<file path="config.mk">
export PLATFORM = sky130hd
export DESIGN_NAME = vidrx_top
export DESIGN_NICKNAME = d
export VERILOG_FILES = /design/src/rtl/vidrx_pkg.sv /design/src/rtl/vidrx_sync.sv /design/src/rtl/vidrx_datapath.sv /design/src/rtl/vidrx_ctrl.sv /design/src/rtl/vidrx_top.sv
export SDC_FILE = /design/constraint.sdc
export NUM_CORES = 1
export LEC_CHECK = 0
export ABC_AREA = 1
export BUFFER_PORTS_ARGS = -buffer_cell sky130_fd_sc_hd__buf_2
export CORE_MARGIN = 5
export CORE_UTILIZATION = 45
export DETAILED_ROUTE_END_ITERATION = 12
export PLACE_DENSITY = 0.63
export SYNTH_ARGS = -nofsm -noshare
export SYNTH_HDL_FRONTEND = slang
export SYNTH_HIERARCHICAL = 1
export SYNTH_SLANG_ARGS = --single-unit
</file>
<file path="constraint.sdc">
create_clock -name clk -period 1.8 [get_ports clk]
set_input_delay 0 -clock clk [delete_from_list [all_inputs] [get_ports clk]]
set_output_delay 0 -clock clk [all_outputs]
set_load 0.01 [all_outputs]
</file>
<file path="src/rtl/vidrx_pkg.sv">
package vidrx_pkg;
  localparam int BYTE_W = 8;
  localparam int CODE_W = BYTE_W - 1;
  localparam int CNT_W  = $clog2(BYTE_W + 1);
  localparam int RAILS  = 2;

  typedef enum logic [3:0] {
    ST_IDLE, ST_ADDR, ST_A_SETUP, ST_A_DRIVE, ST_A_HOLD,
    ST_DATA, ST_D_SETUP, ST_D_DRIVE, ST_D_HOLD, ST_SKIP
  } rxState_t;

  // Strobes from control to datapath
  typedef struct packed {
    logic clrCount;
    logic shiftEn;
    logic latchAddr;
    logic latchOut;
  } ctrlCmd_t;

  // Bus events and byte status from datapath to control
  typedef struct packed {
    logic sclRise;
    logic sclFall;
    logic startEv;
    logic stopEv;
    logic byteFull;
    logic addrHit;
  } busEvt_t;
endpackage

</file>
<file path="src/rtl/vidrx_sync.sv">
module vidrx_sync #(
  parameter int   STAGES    = 2,
  parameter logic RESET_VAL = 1'b1
) (
  input  logic clk,
  input  logic rstN,
  input  logic din,
  output logic dout
);
  logic [STAGES-1:0] chain;

  generate
    for (genvar s = 0; s < STAGES; s++) begin : g_stage
      if (s == 0) begin : g_first
        always_ff @(posedge clk or negedge rstN) begin
          if (!rstN) chain[0] <= RESET_VAL;
          else       chain[0] <= din;
        end
      end else begin : g_next
        always_ff @(posedge clk or negedge rstN) begin
          if (!rstN) chain[s] <= RESET_VAL;
          else       chain[s] <= chain[s-1];
        end
      end
    end
  endgenerate

  assign dout = chain[STAGES-1];
endmodule

</file>
<file path="src/rtl/vidrx_datapath.sv">
module vidrx_datapath
  import vidrx_pkg::*;
#(
  parameter int         SYNC_STAGES = 2,
  parameter logic [2:0] ADDR_TAG    = 3'b110
) (
  input  logic              clk,
  input  logic              rstN,
  input  logic              busClk,
  input  logic              busDataIn,
  input  ctrlCmd_t          cmd,
  output busEvt_t           evt,
  output logic [CODE_W-1:0] vidCode,
  output logic              lowPowerN,
  output logic [RAILS-1:0]  railStrobe
);
  logic sclS, sdaS, sclP, sdaP;
  logic [BYTE_W-1:0] shReg;
  logic [CNT_W-1:0]  bitCnt;
  logic [RAILS-1:0]  railSel;

  vidrx_sync #(.STAGES(SYNC_STAGES), .RESET_VAL(1'b1)) u_syncScl (
    .clk(clk), .rstN(rstN), .din(busClk), .dout(sclS));
  vidrx_sync #(.STAGES(SYNC_STAGES), .RESET_VAL(1'b1)) u_syncSda (
    .clk(clk), .rstN(rstN), .din(busDataIn), .dout(sdaS));

  always_ff @(posedge clk or negedge rstN) begin
    if (!rstN) begin
      sclP <= 1'b1;
      sdaP <= 1'b1;
    end else begin
      sclP <= sclS;
      sdaP <= sdaS;
    end
  end

  // Edge events; start/stop need the clock high in both samples
  always_comb begin
    evt.sclRise  = sclS & ~sclP;
    evt.sclFall  = ~sclS & sclP;
    evt.startEv  = sclS & sclP & sdaP & ~sdaS;
    evt.stopEv   = sclS & sclP & ~sdaP & sdaS;
    evt.byteFull = (bitCnt == CNT_W'(BYTE_W));
    evt.addrHit  = (shReg[7:5] == ADDR_TAG) && !shReg[0] && (shReg[2:1] != 2'b00);
  end

  // Shift register and bit counter
  always_ff @(posedge clk or negedge rstN) begin
    if (!rstN) begin
      shReg  <= '0;
      bitCnt <= '0;
    end else if (cmd.clrCount) begin
      bitCnt <= '0;
    end else if (cmd.shiftEn) begin
      shReg  <= {shReg[BYTE_W-2:0], sdaS};
      bitCnt <= bitCnt + 1'b1;
    end
  end

  // Rail selection latched from address bits 2:1
  always_ff @(posedge clk or negedge rstN) begin
    if (!rstN)              railSel <= '0;
    else if (cmd.latchAddr) railSel <= {shReg[1], shReg[2]};
  end

  // Output registers
  always_ff @(posedge clk or negedge rstN) begin
    if (!rstN) begin
      vidCode    <= '0;
      lowPowerN  <= 1'b1;
      railStrobe <= '0;
    end else begin
      railStrobe <= cmd.latchOut ? railSel : '0;
      if (cmd.latchOut) begin
        vidCode   <= shReg[CODE_W-1:0];
        lowPowerN <= shReg[BYTE_W-1];
      end
    end
  end

  a_r5_strobe_single: assert property (@(posedge clk) disable iff (!rstN)
    (|railStrobe) |=> (railStrobe == '0));
  a_r2_count_bounded: assert property (@(posedge clk) disable iff (!rstN)
    bitCnt <= CNT_W'(BYTE_W));
  a_r7_outputs_move_with_strobe: assert property (@(posedge clk) disable iff (!rstN)
    !$stable(vidCode) |-> (|railStrobe));
endmodule

</file>
<file path="src/rtl/vidrx_ctrl.sv">
module vidrx_ctrl
  import vidrx_pkg::*;
(
  input  logic     clk,
  input  logic     rstN,
  input  logic     serialEn,
  input  busEvt_t  evt,
  output ctrlCmd_t cmd,
  output logic     ackDrive
);
  rxState_t state, nxt;

  always_comb begin
    nxt = state;
    cmd = '0;
    if (!serialEn) begin
      nxt = ST_IDLE;
    end else if (evt.startEv) begin
      nxt = ST_ADDR;
      cmd.clrCount = 1'b1;
    end else if (evt.stopEv) begin
      nxt = ST_IDLE;
    end else begin
      unique case (state)
        ST_ADDR: begin
          if (evt.byteFull) begin
            cmd.clrCount = 1'b1;
            if (evt.addrHit) begin
              cmd.latchAddr = 1'b1;
              nxt = ST_A_SETUP;
            end else begin
              nxt = ST_SKIP;
            end
          end else if (evt.sclRise) begin
            cmd.shiftEn = 1'b1;
          end
        end
        ST_A_SETUP: if (evt.sclFall) nxt = ST_A_DRIVE;
        ST_A_DRIVE: if (evt.sclRise) nxt = ST_A_HOLD;
        ST_A_HOLD:  if (evt.sclFall) nxt = ST_DATA;
        ST_DATA: begin
          if (evt.byteFull) begin
            cmd.clrCount = 1'b1;
            cmd.latchOut = 1'b1;
            nxt = ST_D_SETUP;
          end else if (evt.sclRise) begin
            cmd.shiftEn = 1'b1;
          end
        end
        ST_D_SETUP: if (evt.sclFall) nxt = ST_D_DRIVE;
        ST_D_DRIVE: if (evt.sclRise) nxt = ST_D_HOLD;
        ST_D_HOLD:  if (evt.sclFall) nxt = ST_SKIP;
        default: ;
      endcase
    end
  end

  always_ff @(posedge clk or negedge rstN) begin
    if (!rstN) state <= ST_IDLE;
    else       state <= nxt;
  end

  assign ackDrive = (state == ST_A_DRIVE) || (state == ST_A_HOLD) ||
                    (state == ST_D_DRIVE) || (state == ST_D_HOLD);

  a_r9_quiet_when_disabled: assert property (@(posedge clk) disable iff (!rstN)
    !serialEn |=> !ackDrive);
  a_r10_drive_after_fall: assert property (@(posedge clk) disable iff (!rstN)
    $rose(ackDrive) |-> $past(evt.sclFall));
  a_r2_shift_on_rise: assert property (@(posedge clk) disable iff (!rstN)
    cmd.shiftEn |-> evt.sclRise);
  a_r7_latch_on_full_byte: assert property (@(posedge clk) disable iff (!rstN)
    cmd.latchOut |-> evt.byteFull);
  a_r8_start_restarts: assert property (@(posedge clk) disable iff (!rstN)
    (serialEn && evt.startEv) |=> (state == ST_ADDR));
endmodule

</file>
<file path="src/rtl/vidrx_top.sv">
module vidrx_top
  import vidrx_pkg::*;
#(
  parameter int         SYNC_STAGES = 2,
  parameter logic [2:0] ADDR_TAG    = 3'b110
) (
  input  logic              clk,
  input  logic              rstN,
  input  logic              serialEn,
  input  logic              busClk,
  input  logic              busDataIn,
  output logic              busDataOe,
  output logic              lowPowerN,
  output logic [CODE_W-1:0] vidCode,
  output logic [RAILS-1:0]  railStrobe
);
  ctrlCmd_t cmd;
  busEvt_t  evt;

  vidrx_datapath #(.SYNC_STAGES(SYNC_STAGES), .ADDR_TAG(ADDR_TAG)) u_dp (
    .clk(clk), .rstN(rstN), .busClk(busClk), .busDataIn(busDataIn),
    .cmd(cmd), .evt(evt), .vidCode(vidCode), .lowPowerN(lowPowerN),
    .railStrobe(railStrobe));

  vidrx_ctrl u_ctrl (
    .clk(clk), .rstN(rstN), .serialEn(serialEn), .evt(evt),
    .cmd(cmd), .ackDrive(busDataOe));
endmodule

</file>
== Word level (Yosys, flattened, before mapping) ==
Cells that the tools add are included.
Widths: inputs -> output; s select.

* Logic and storage cells: 84
* Register bits after elaboration: 34
* Output and inout bits: 11
* Input bits: 5

* Eq/ne operators: 19
* Reduce and logical (&&, ||, !) cells: 11
* Muxes and demuxes: 28
* Bitwise operators: 12
* Add/subtract/negate cells: 1

{| class="wikitable"
|+ Operators with widths
! operator !! count
|-
| $mux 4 || 16
|-
| $ne 5x5->1 const B || 8
|-
| $pmux 4 s8 || 1
|-
| $eq 4x3->1 const B || 4
|-
| $ne 11x1->1 const B || 1
|-
| $reduce_and 9->1 || 1
|-
| $eq 4x2->1 const B || 2
|-
| $eq 4x4->1 const B || 2
|-
| $mux 1 || 8
|-
| $and 1x1->1 || 7
|-
| $not 1->1 || 5
|-
| $add 4x1->4 const B || 1
|-
| $eq 4x1->1 const B || 1
|-
| $mux 2 || 2
|-
| $reduce_bool 2->1 || 2
|-
| $eq 3x3->1 const B || 1
|-
| $logic_or 1x1->1 || 3
|-
| $mux 3 || 1
|-
| $logic_and 1x1->1 || 2
|-
| $reduce_and 2->1 || 1
|-
| $reduce_or 2->1 || 1
|-
| $logic_not 1->1 || 1
|}

== Longest topological paths before layout ==
Gate-level depths: netlist of run 1.

* Depth after elaboration: 11
* Gate-level depth with buffers: 12

== By module ==
The synthesis of run 1 kept the hierarchy.

{| class="wikitable"
|+ Modules (own cells, without submodules)
! module !! cells each !! instances !! area each (um^2) !! seq. area each (um^2)
|-
| vidrx_datapath || 110 || 1 || 1084.8 || 654.4
|-
| vidrx_ctrl || 77 || 1 || 440.4 || 100.1
|-
| vidrx_sync || 2 || 2 || 52.6 || 52.6
|}

== Worst setup path before layout of run 1 ==
OpenSTA, ideal clock, no wires.

* Path kind: register to register
* Start point: register u_dp.bitCnt[0]
* End point: register u_dp.shReg[6]
* Cell stages (with the launch flop): 12
* Path buffers: 1
* Setup slack: -153 ps
* Setup time: 118 ps
* Arrival time: 1835 ps
* Cell sequence: dfrtp_1 > inv_1 > ha_1 > nand2_1 > nor2_1 > nor2_1 > nand2_1 > nor3_1 > nand2_4 > buf_6 > nand2_2 > o21ai_2

{| class="wikitable"
|+ RTL lines
! item !! RTL line !! source
|-
| start: declaration || vidrx_datapath.sv:19 || <nowiki>logic [CNT_W-1:0] bitCnt;</nowiki>
|-
| start signal: assignment || vidrx_datapath.sv:56 || <nowiki>bitCnt <= bitCnt + 1'b1;</nowiki>
|-
| end signal: assignment || vidrx_datapath.sv:55 || <nowiki>shReg <= {shReg[BYTE_W-2:0], sdaS};</nowiki>
|-
| end: declaration || vidrx_datapath.sv:18 || <nowiki>logic [BYTE_W-1:0] shReg;</nowiki>
|}

==> impl_metrics.tcl, run 1 <==
set metrics [dict create \
    crit_arrival_ns 2.02 \
    drt_iter0_markers 63 \
    cp_slowest_stage_delay_ns 0.55 \
    whs_ns 0.0538 \
    cp-endpoint "u_dp/vidCode[6]" \
    final_cell_mix "42 x nand2_1, 27 x dfrtp_1, 21 x inv_1, 21 x nor2_1, 16 x buf_4" \
    core_region_area_mm2 0.00342 \
    die_h_um 70.2 \
    final_common_cell "nand2_1" \
    r2r_start "u_dp/u_syncSda/dout" \
    gp_congestion 0.837 \
    max_freq_mhz 557 \
    crit_start "u_dp/u_syncSda/dout" \
    antenna_found_initial 0 \
    gr-usage-met1 0.187 \
    hold_violations 0 \
    dieArea_mm2 0.00493 \
    cp.required_ns 2.03 \
    dr.pass1.iters 4 \
    htreeDepth 2 \
    cts_buffers 5 \
    place_area_mm2 0.00184 \
    cp-end-kind "flop" \
    power_mw 2.01 \
    drcViolationCount 0 \
    drive_gt1_frac 0.377 \
    crit_type "reg2reg" \
    clk_pin_slew_ns 0.11 \
    clockRootBuffer "clkbuf_4" \
    tightest_slew_ns 0.755 \
    finalSetupTns_ns 0 \
    cts_tree "yes" \
    syn_inst 191 \
    grt_max_degree 35 \
    r2r-end "u_dp/vidCode[6]" \
    ys.warnings.count 6 \
    start_util 0.477 \
    final_util 0.607 \
    synth_nets 198 \
    grt_use_met2 0.229 \
    grt_pass1_vias 1240 \
    power_density_mw_per_mm2 970 \
    diodes 0 \
    viasPerCell 4.86 \
    area_delta_synth_final_pct 27.2 \
    rsz0062_at_grt "yes" \
    min_path_type "in2reg" \
    netlist_area_mm2 0.00163 \
    routed_wl_um 3400 \
    grt_pass1_wl_um 5620 \
    slowest_stage "dfstp_2" \
    io_buffers 15 \
    overflow 0 \
    ios 16 \
    fin_crit_sh 0.998 \
    max_slew_margin 0.497 \
    r2r_cells 10 \
    num_rows 21 \
    finClkSkew_ns 0.00704 \
    setup_viol 0 \
    leakage_nw 1.04 \
    outcome "completed" \
    grt_most_used_layer "met2" \
    grt_usage 0.145 \
    die_w_um 70.2 \
    cp_cell_sequence "inv_2, nand2_2, nor2_2, nor2_2, nand2_1, inv_2, nand2_2, nor4_2, buf_4, mux2_4" \
    syn_avg_cell_area_um2 8.54 \
    cp_max_fo 4 \
    clockBufferDepth 2 \
    finalMaxSlewViolations 0 \
    r2r_slack_ns 0.004 \
    ys_seq_area_frac 0.527 \
    dp.final_hpwl_um 2390 \
    period_needed_ns 1.80 \
    drv_cap 0 \
    wl_per_cell_um 12.3 \
    synth_cell_type_count 26 \
    clock_sinks 34 \
    route.vias.total 1347 \
    ir_drop_uv 777 \
    start_kind "flop" \
    gr-usage-met3 0.0459 \
    nets 237 \
    final_area_mm2 0.00207 \
    ant_nets 0 \
    synth-seq-cells 34 \
    clkLatencyLatePin_ns 0.34 \
]
-- timing repair --
action,4_1_cts,5_1_grt
hold buffers,3,0
pin swaps,2,2
endpoints found under the setup margin,2,25
setup buffers,3,4
endpoints found under the hold margin,29,0
resized for setup,3,11
-- stage by stage --
step	cells	setup slack (ns)
global placement	259	0.00934
finish	277	0.00448
CTS	273	0.00179
global route	277	-0.0598
detailed placement	259	-0.0275
floorplan	191	0.0534
-- cells in the mapped netlist, drive strengths merged --
library cell  number  share of area
mux2               2          0.014
nand3              9          0.028
ha                 2          0.015
o21ai             11          0.052
nor4               2         0.0077
inv               27          0.062
dfstp              7           0.11
nor2              31          0.084
dfrtp             27           0.41
o211ai             1         0.0046
a21oi             13          0.042
buf                4          0.018
a31oi              1         0.0038
nand4              2         0.0077
a21boi             1         0.0046
nor3               2         0.0061
nand2             49           0.12
-- power breakdown --
group	switching [mW]	leakage (nW)	internal, mW
clock	0.267	0.0554	0.434
sequential	0.0575	0.444	0.836
combinational	0.262	0.539	0.153
total	0.587	1.04	1.42
-- kinds of logic (layout without fill, tap and decap cells) --
| group | Yosys count | in the layout | synth area share |
|---|---|---|---|
| fa+ha+maj | 2 | 2 | 0.0153 |
| simple gates | 95 | 95 | 0.256 |
| flops | 34 | 34 | 0.527 |
| buf+inv | 31 | 71 | 0.0798 |
| mux | 2 | 2 | 0.0138 |
| compound gates | 27 | 27 | 0.107 |
-- layer usage --
layer,wire length (um),part of all wire
met3,172,0.051
met1,1470,0.43
met2,1720,0.50
met4,48,0.014
met5,0,0
-- registers in the layout (all words and copies together), names as in the netlist --
register / count
u_ctrl/state: 4
u_dp/bitCnt: 4
u_dp/lowPowerN: 1
u_dp/railSel: 2
u_dp/railStrobe: 2
u_dp/sclP: 1
u_dp/sdaP: 1
u_dp/shReg: 8
u_dp/u_syncScl/chain: 1
u_dp/u_syncScl/dout: 1
u_dp/u_syncSda/chain: 1
u_dp/u_syncSda/dout: 1
u_dp/vidCode: 7
-- worst min path at each step --
stage	startpoint	to	slack, ns	depth (start not counted)
CTS	serialEn	u_ctrl/state[0]	0.02	5
floorplan	rstN	u_ctrl/state[0]	-0.30	0
global placement	rstN	u_dp/shReg[5]	0.09	1
detailed placement	rstN	u_dp/shReg[4]	0.10	1
finish	serialEn	u_ctrl/state[0]	0.05	5
global route	serialEn	u_ctrl/state[0]	0.08	5
-- critical path: cells and delay by family, from the launching register on --
family / cells / cell delay (ns)
flip-flops: 1 / 0.55
multiplexers: 1 / 0.30
buffers and inverters: 3 / 0.32
AND/OR/NAND/NOR: 6 / 0.51
-- cell type report --
class | instances | area (um2)
Fill cell | 302 | 1340
Sequential cell | 34 | 860
Multi-Input combinational cell | 126 | 692
Timing Repair Buffer | 36 | 256
Inverter | 27 | 101
Clock inverter | 3 | 68.8
Tap cell | 46 | 57.6
Clock buffer | 5 | 37.5
Note: power is estimated with default switching activity, not from simulation.
==> run 2, diff against run 1 <==
--- a/config.mk
+++ b/config.mk
@@ -7,6 +7,7 @@
 export LEC_CHECK = 0
 export ABC_AREA = 1
 export BUFFER_PORTS_ARGS = -buffer_cell sky130_fd_sc_hd__buf_2
+export CORE_ASPECT_RATIO = 1.25
 export CORE_MARGIN = 5
 export CORE_UTILIZATION = 45
 export DETAILED_ROUTE_END_ITERATION = 12
==> run 2 against run 1 <==
Net effect: setup slack worse by 0.098 ns; clock skew about the same; via count fell by 1.3%; power down 1.5%; wire length is 3.1% lower; critical endpoint unchanged; critical path type unchanged; the flow now finishes with violations (setup timing); highest routed layer unchanged; cell count is 3.6% lower; core utilization decreased by 0.85 points; register-to-register slack got worse by 0.098 ns; largest cell class unchanged.
==> impl_metrics.tcl, run 2 (synthesized netlist as in run 1, its figures left out) <==
set metrics [dict create \
    dieArea_mm2 0.00493 \
    crit_top_cell "inv_2" \
    final_util 0.598 \
    rsz0062_at_grt "yes" \
    tightest_slew_ns 0.728 \
    gp_congestion 0.875 \
    core_region_area_mm2 0.00348 \
    drive_gt1_frac 0.404 \
    finalSetupTns_ns -0.378 \
    power_mw 1.98 \
    clkLatencyLatePin_ns 0.29 \
    die_h_um 77.3 \
    final_area_mm2 0.00208 \
    grt_max_degree 35 \
    reg.largest.list "u_dp/shReg: 8 flops, u_dp/vidCode: 7 flops" \
    diodes 0 \
    grt_pass1_wl_um 5320 \
    final_common_cell "nand2_1" \
    dr.pass1.iters 4 \
    setup_viol 8 \
    nets 234 \
    largest_reg_flops 8 \
    num_rows 24 \
    wl_per_cell_um 12.4 \
    drt_iter0_markers 75 \
    place_area_mm2 0.00183 \
    start_kind "flop" \
    clockRootBuffer "clkbuf_8" \
    cp_slowest_stage_delay_ns 0.53 \
    cp.required_ns 1.98 \
    drcViolationCount 0 \
    clk_pin_slew_ns 0.07 \
    fillers 292 \
    whs_ns 0.110 \
    clock_sinks 34 \
    crit_arrival_ns 2.07 \
    antenna_found_initial 0 \
    final_cell_mix "38 x nand2_1, 27 x dfrtp_1, 21 x inv_1, 19 x nor2_1, 15 x buf_2" \
    fin_crit_sh 1.05 \
    slowest_stage "dfstp_2" \
    ir_drop_uv 688 \
    start_util 0.468 \
    crit_type "reg2reg" \
    htreeDepth 2 \
    dp.final_hpwl_um 2350 \
    finClkSkew_ns 0.00655 \
    drv_cap 0 \
    routed_wl_um 3300 \
    cp_cell_sequence "inv_2, nand2_2, nor2_2, nor2_1, nand2_1, inv_2, nand2_4, nor4_4, buf_4, mux2_4" \
    io_buffers 15 \
    area_delta_synth_final_pct 27.9 \
    max_slew_margin 0.515 \
    period_needed_ns 1.89 \
    grt_usage 0.137 \
    cp-end-kind "flop" \
    cts_buffers 5 \
    cp_max_fo 4 \
    hold_violations 0 \
    viasPerCell 4.98 \
    finalMaxSlewViolations 0 \
    grt_pass1_vias 1261 \
    violations "setup timing" \
    ant_nets 0 \
    outcome "finished with violations" \
    top_register "u_dp/shReg" \
    power_density_mw_per_mm2 951 \
    route.vias.total 1330 \
    max_freq_mhz 528 \
    leakage_nw 1.05 \
    cts_tree "yes" \
    die_w_um 63.8 \
    finalWorstSetupSlack_ns -0.0931 \
    clockBufferDepth 2 \
    min_path_type "in2reg" \
    ios 16 \
    overflow 0 \
]
[run 2: per-stage QoR]
stage,cells,setup WS (ns)
after floorplan,191,0.0534
after global placement,253,-0.0114
after detailed placement,253,-0.131
after CTS,265,-0.0218
after global routing,267,-0.157
final,267,-0.0931
[run 2: final timing paths]
kind / from / end / slack (ns) / cells after the start
worst max-delay path: u_dp/u_syncSda/dout / u_dp/vidCode[6] / -0.09 / 10
worst max register to register: u_dp/u_syncSda/dout / u_dp/vidCode[6] / -0.09 / 10
worst min-delay path: serialEn / u_ctrl/state[0] / 0.11 / 5
max in group asynchronous: rstN / u_dp/bitCnt[1] / 1.03 / 2
min in group asynchronous: rstN / u_dp/shReg[5] / 0.31 / 2
worst min register to register: u_dp/u_syncSda/chain[0] / u_dp/u_syncSda/dout / 0.36 / 0
[run 2: worst max-delay path, delay by kind of cell, from the launching register on]
family,cells,cell delay (ns)
mux,1,0.30
buf+inv,3,0.32
simple gates,6,0.62
flops,1,0.53
[run 2: per-layer routing]
layer,vias up,wire (um),GRT usage
li1,671,-,-
met1,636,1390,0.149
met2,16,1750,0.233
met3,7,89,0.0336
met4,0,72,0.0811
met5,-,0,0
[run 2: cell type report]
| class | instances | area, um2 | area share |
|---|---|---|---|
| Inverter | 27 | 101 | 0.0486 |
| Tap cell | 39 | 48.8 | 0.0234 |
| Timing Repair Buffer | 33 | 225 | 0.108 |
| Clock buffer | 5 | 68.8 | 0.0330 |
| Multi-Input combinational cell | 126 | 741 | 0.355 |
| Clock inverter | 3 | 40.0 | 0.0192 |
| Sequential cell | 34 | 860 | 0.412 |
[run 2: repair_timing]
item                                   in CTS  in global routing
hold buffers                                3                  0
endpoints found under the hold margin      29                  0
setup endpoints to repair                  10                 26
resized for setup                           1                 26
pin swaps                                   0                  8
buffers inserted                            1                  2
[run 2: power by group]
group          switching, mW  internal, mW  total (mW)  leakage, nW
combinational          0.258         0.146       0.404        0.544
clock                  0.266         0.407       0.673       0.0579
sequential            0.0670         0.837       0.904        0.444
total                  0.591          1.39        1.98         1.05
==> run 3, diff against run 2 <==
--- a/config.mk
+++ b/config.mk
@@ -12,6 +12,7 @@
 export CORE_UTILIZATION = 45
 export DETAILED_ROUTE_END_ITERATION = 12
 export PLACE_DENSITY = 0.63
+export RECOVER_POWER = 50
 export SYNTH_ARGS = -nofsm -noshare
 export SYNTH_HDL_FRONTEND = slang
 export SYNTH_HIERARCHICAL = 1
==> run 3 against run 2 <==
Net effect: the flow still finishes with violations (setup timing); sequential power is essentially flat; count of clock-buffer cells in the layout unchanged; register-to-register slack hardly changed; cell count unchanged; final area is 0.54% lower; critical path type unchanged; sequential share of layout area increased by 0.22 points; first-iteration DRC count decreased by 1.3%; flip-flop and latch count did not move; via count is 0.83% higher.
==> impl_metrics.tcl, run 3 (synthesized netlist as in run 1, its figures left out) <==
set metrics [dict create \
    grt_max_degree 35 \
    p_int_mw 1.39 \
    clkLatencyLatePin_ns 0.29 \
    violations "setup timing" \
    clockRootBuffer "clkbuf_8" \
    antenna_found_initial 0 \
    start_kind "flop" \
    dr.pass1.iters 4 \
    p_comb_frac 0.204 \
    crit_type "reg2reg" \
    final_util 0.595 \
    hold_path_depth 5 \
    overflow 0 \
    die_w_um 63.8 \
    grt_pass1_wl_um 5320 \
    die_h_um 77.3 \
    drive_gt1_frac 0.360 \
    fin_crit_sh 1.05 \
    ir_drop_uv 688 \
    final_area_mm2 0.00207 \
    largest_reg_flops 8 \
    dp_cells 253 \
    max_freq_mhz 529 \
    finalWorstSetupSlack_ns -0.0910 \
    cp.required_ns 1.97 \
    core_region_area_mm2 0.00348 \
    drcViolationCount 0 \
    r2r_cells 10 \
    final_cell_mix "38 x nand2_1, 27 x dfrtp_1, 21 x inv_1, 19 x nor2_1, 13 x buf_4" \
    cp_max_fo 4 \
    whs_ns 0.111 \
    clockBufferDepth 2 \
    r2r_slack_ns -0.09 \
    finalMaxSlewViolations 0 \
    clock_sinks 34 \
    num_rows 24 \
    top_register "u_dp/shReg" \
    route.vias.total 1341 \
    outcome "finished with violations" \
    crit_arrival_ns 2.07 \
    viasPerCell 5.02 \
    dp.final_hpwl_um 2350 \
    diodes 0 \
    r2r-end "u_dp/vidCode[6]" \
    p_sw_frac 0.298 \
    hold_end "u_ctrl/state[0]" \
    p_seq_frac 0.457 \
    clkPwrFrac 0.339 \
    final_cell_count_no_fill 267 \
    cp-end-kind "flop" \
    nets 234 \
    clk_pin_slew_ns 0.07 \
    drt_iter0_markers 74 \
    grt_pass1_vias 1261 \
    place_area_mm2 0.00183 \
    fillers 296 \
    tightest_slew_ns 0.812 \
    gp_congestion 0.875 \
    dpl_worst_slack_ns -0.131 \
    power_density_mw_per_mm2 955 \
    leakage_nw 1.01 \
    wl_per_cell_um 12.3 \
    hold_violations 0 \
    finClkSkew_ns 0.00553 \
    setup_viol 12 \
    r2r_start "u_dp/u_syncSda/dout" \
    drv_cap 0 \
    final_common_cell "nand2_1" \
    max_slew_margin 0.459 \
    cts_buffers 5 \
    grt_usage 0.137 \
    rsz0062_at_grt "yes" \
    hold_start "serialEn" \
    io_buffers 15 \
    ios 16 \
    period_needed_ns 1.89 \
    htreeDepth 2 \
    cts_tree "yes" \
    area_delta_synth_final_pct 27.2 \
    ant_nets 0 \
    start_util 0.468 \
    dieArea_mm2 0.00493 \
    reg.largest.list "u_dp/shReg: 8 flops, u_dp/vidCode: 7 flops" \
    routed_wl_um 3290 \
    min_path_type "in2reg" \
    switchingPower_mw 0.590 \
]
==> run 3: cell types whose count changed in the layout (fill, tap and decap cells not counted) <==
cell	previous run	this run
buf_2	15	5
clkbuf_2	0	1
dfstp_2	7	6
dfstp_1	0	1
clkbuf_1	0	9
==> run 3: area by class of cell <==
class                   count  area, um2  share of cell area
clock buffers               5       68.8              0.0332
clock inverters             3       40.0              0.0193
inverters                  27        101              0.0489
multi-input cells         126        741               0.357
flip-flops and latches     34        860               0.415
well taps                  39       48.8              0.0235
repair buffers             33        214               0.103
==> run 3: worst max path at each step <==
stage	start	to	slack [ns]
4_1_cts	u_dp/u_syncSda/dout	u_dp/vidCode[6]	-0.02
3_5_place_dp	u_dp/u_syncSda/dout	u_dp/vidCode[6]	-0.13
6_report	u_dp/u_syncSda/dout	u_dp/vidCode[6]	-0.09
2_1_floorplan	u_dp/u_syncSda/dout	u_dp/vidCode[6]	0.05
3_3_place_gp	u_dp/u_syncSda/dout	u_dp/vidCode[6]	-0.01
5_1_grt	u_dp/u_syncSda/dout	u_dp/vidCode[2]	-0.16
==> run 3: per-layer routing <==
metal | routed length [um] | share of wire | GRT usage
met1 | 1360 | 0.41 | 0.149
met4 | 72 | 0.022 | 0.0811
met2 | 1750 | 0.53 | 0.233
met3 | 96 | 0.029 | 0.0336
met5 | 0 | 0 | 0
==> run 3: power by group through the flow <==
stage	logic (mW)	clock network, mW	registers, mW
final	0.404	0.672	0.904
after global routing	0.450	0.735	0.913
after CTS	0.387	0.695	0.901
after detailed placement	0.376	0	0.912
after global placement	0.365	0	0.910
after floorplan	0.251	0	0.908
==> run 3: what timing repair did <==
| item | CTS | global route |
|---|---|---|
| gates resized for setup | 1 | 26 |
| hold buffers | 3 | 0 |
| endpoints found under the hold margin | 29 | 0 |
| pin swaps | 0 | 8 |
| gates cloned | 0 | 0 |
| setup endpoints to repair | 10 | 26 |
| buffers inserted | 1 | 2 |
==> run 3: critical path, stage by stage (launching register included) <==
cell and delay (ns):
dfstp_2 0.53, inv_2 0.05, nand2_2 0.05, nor2_2 0.04
nor2_1 0.13, nand2_1 0.10, inv_2 0.08, nand2_4 0.05
nor4_4 0.25, buf_4 0.19, mux2_4 0.30
==> run 3: per-stage QoR <==
stage,setup TNS (ns),power [mW]
after floorplan,0,1.16
after global placement,-0.0114,1.28
after detailed placement,-0.791,1.29
after CTS,-0.0220,1.98
after global routing,-1.72,2.10
final,-0.439,1.98
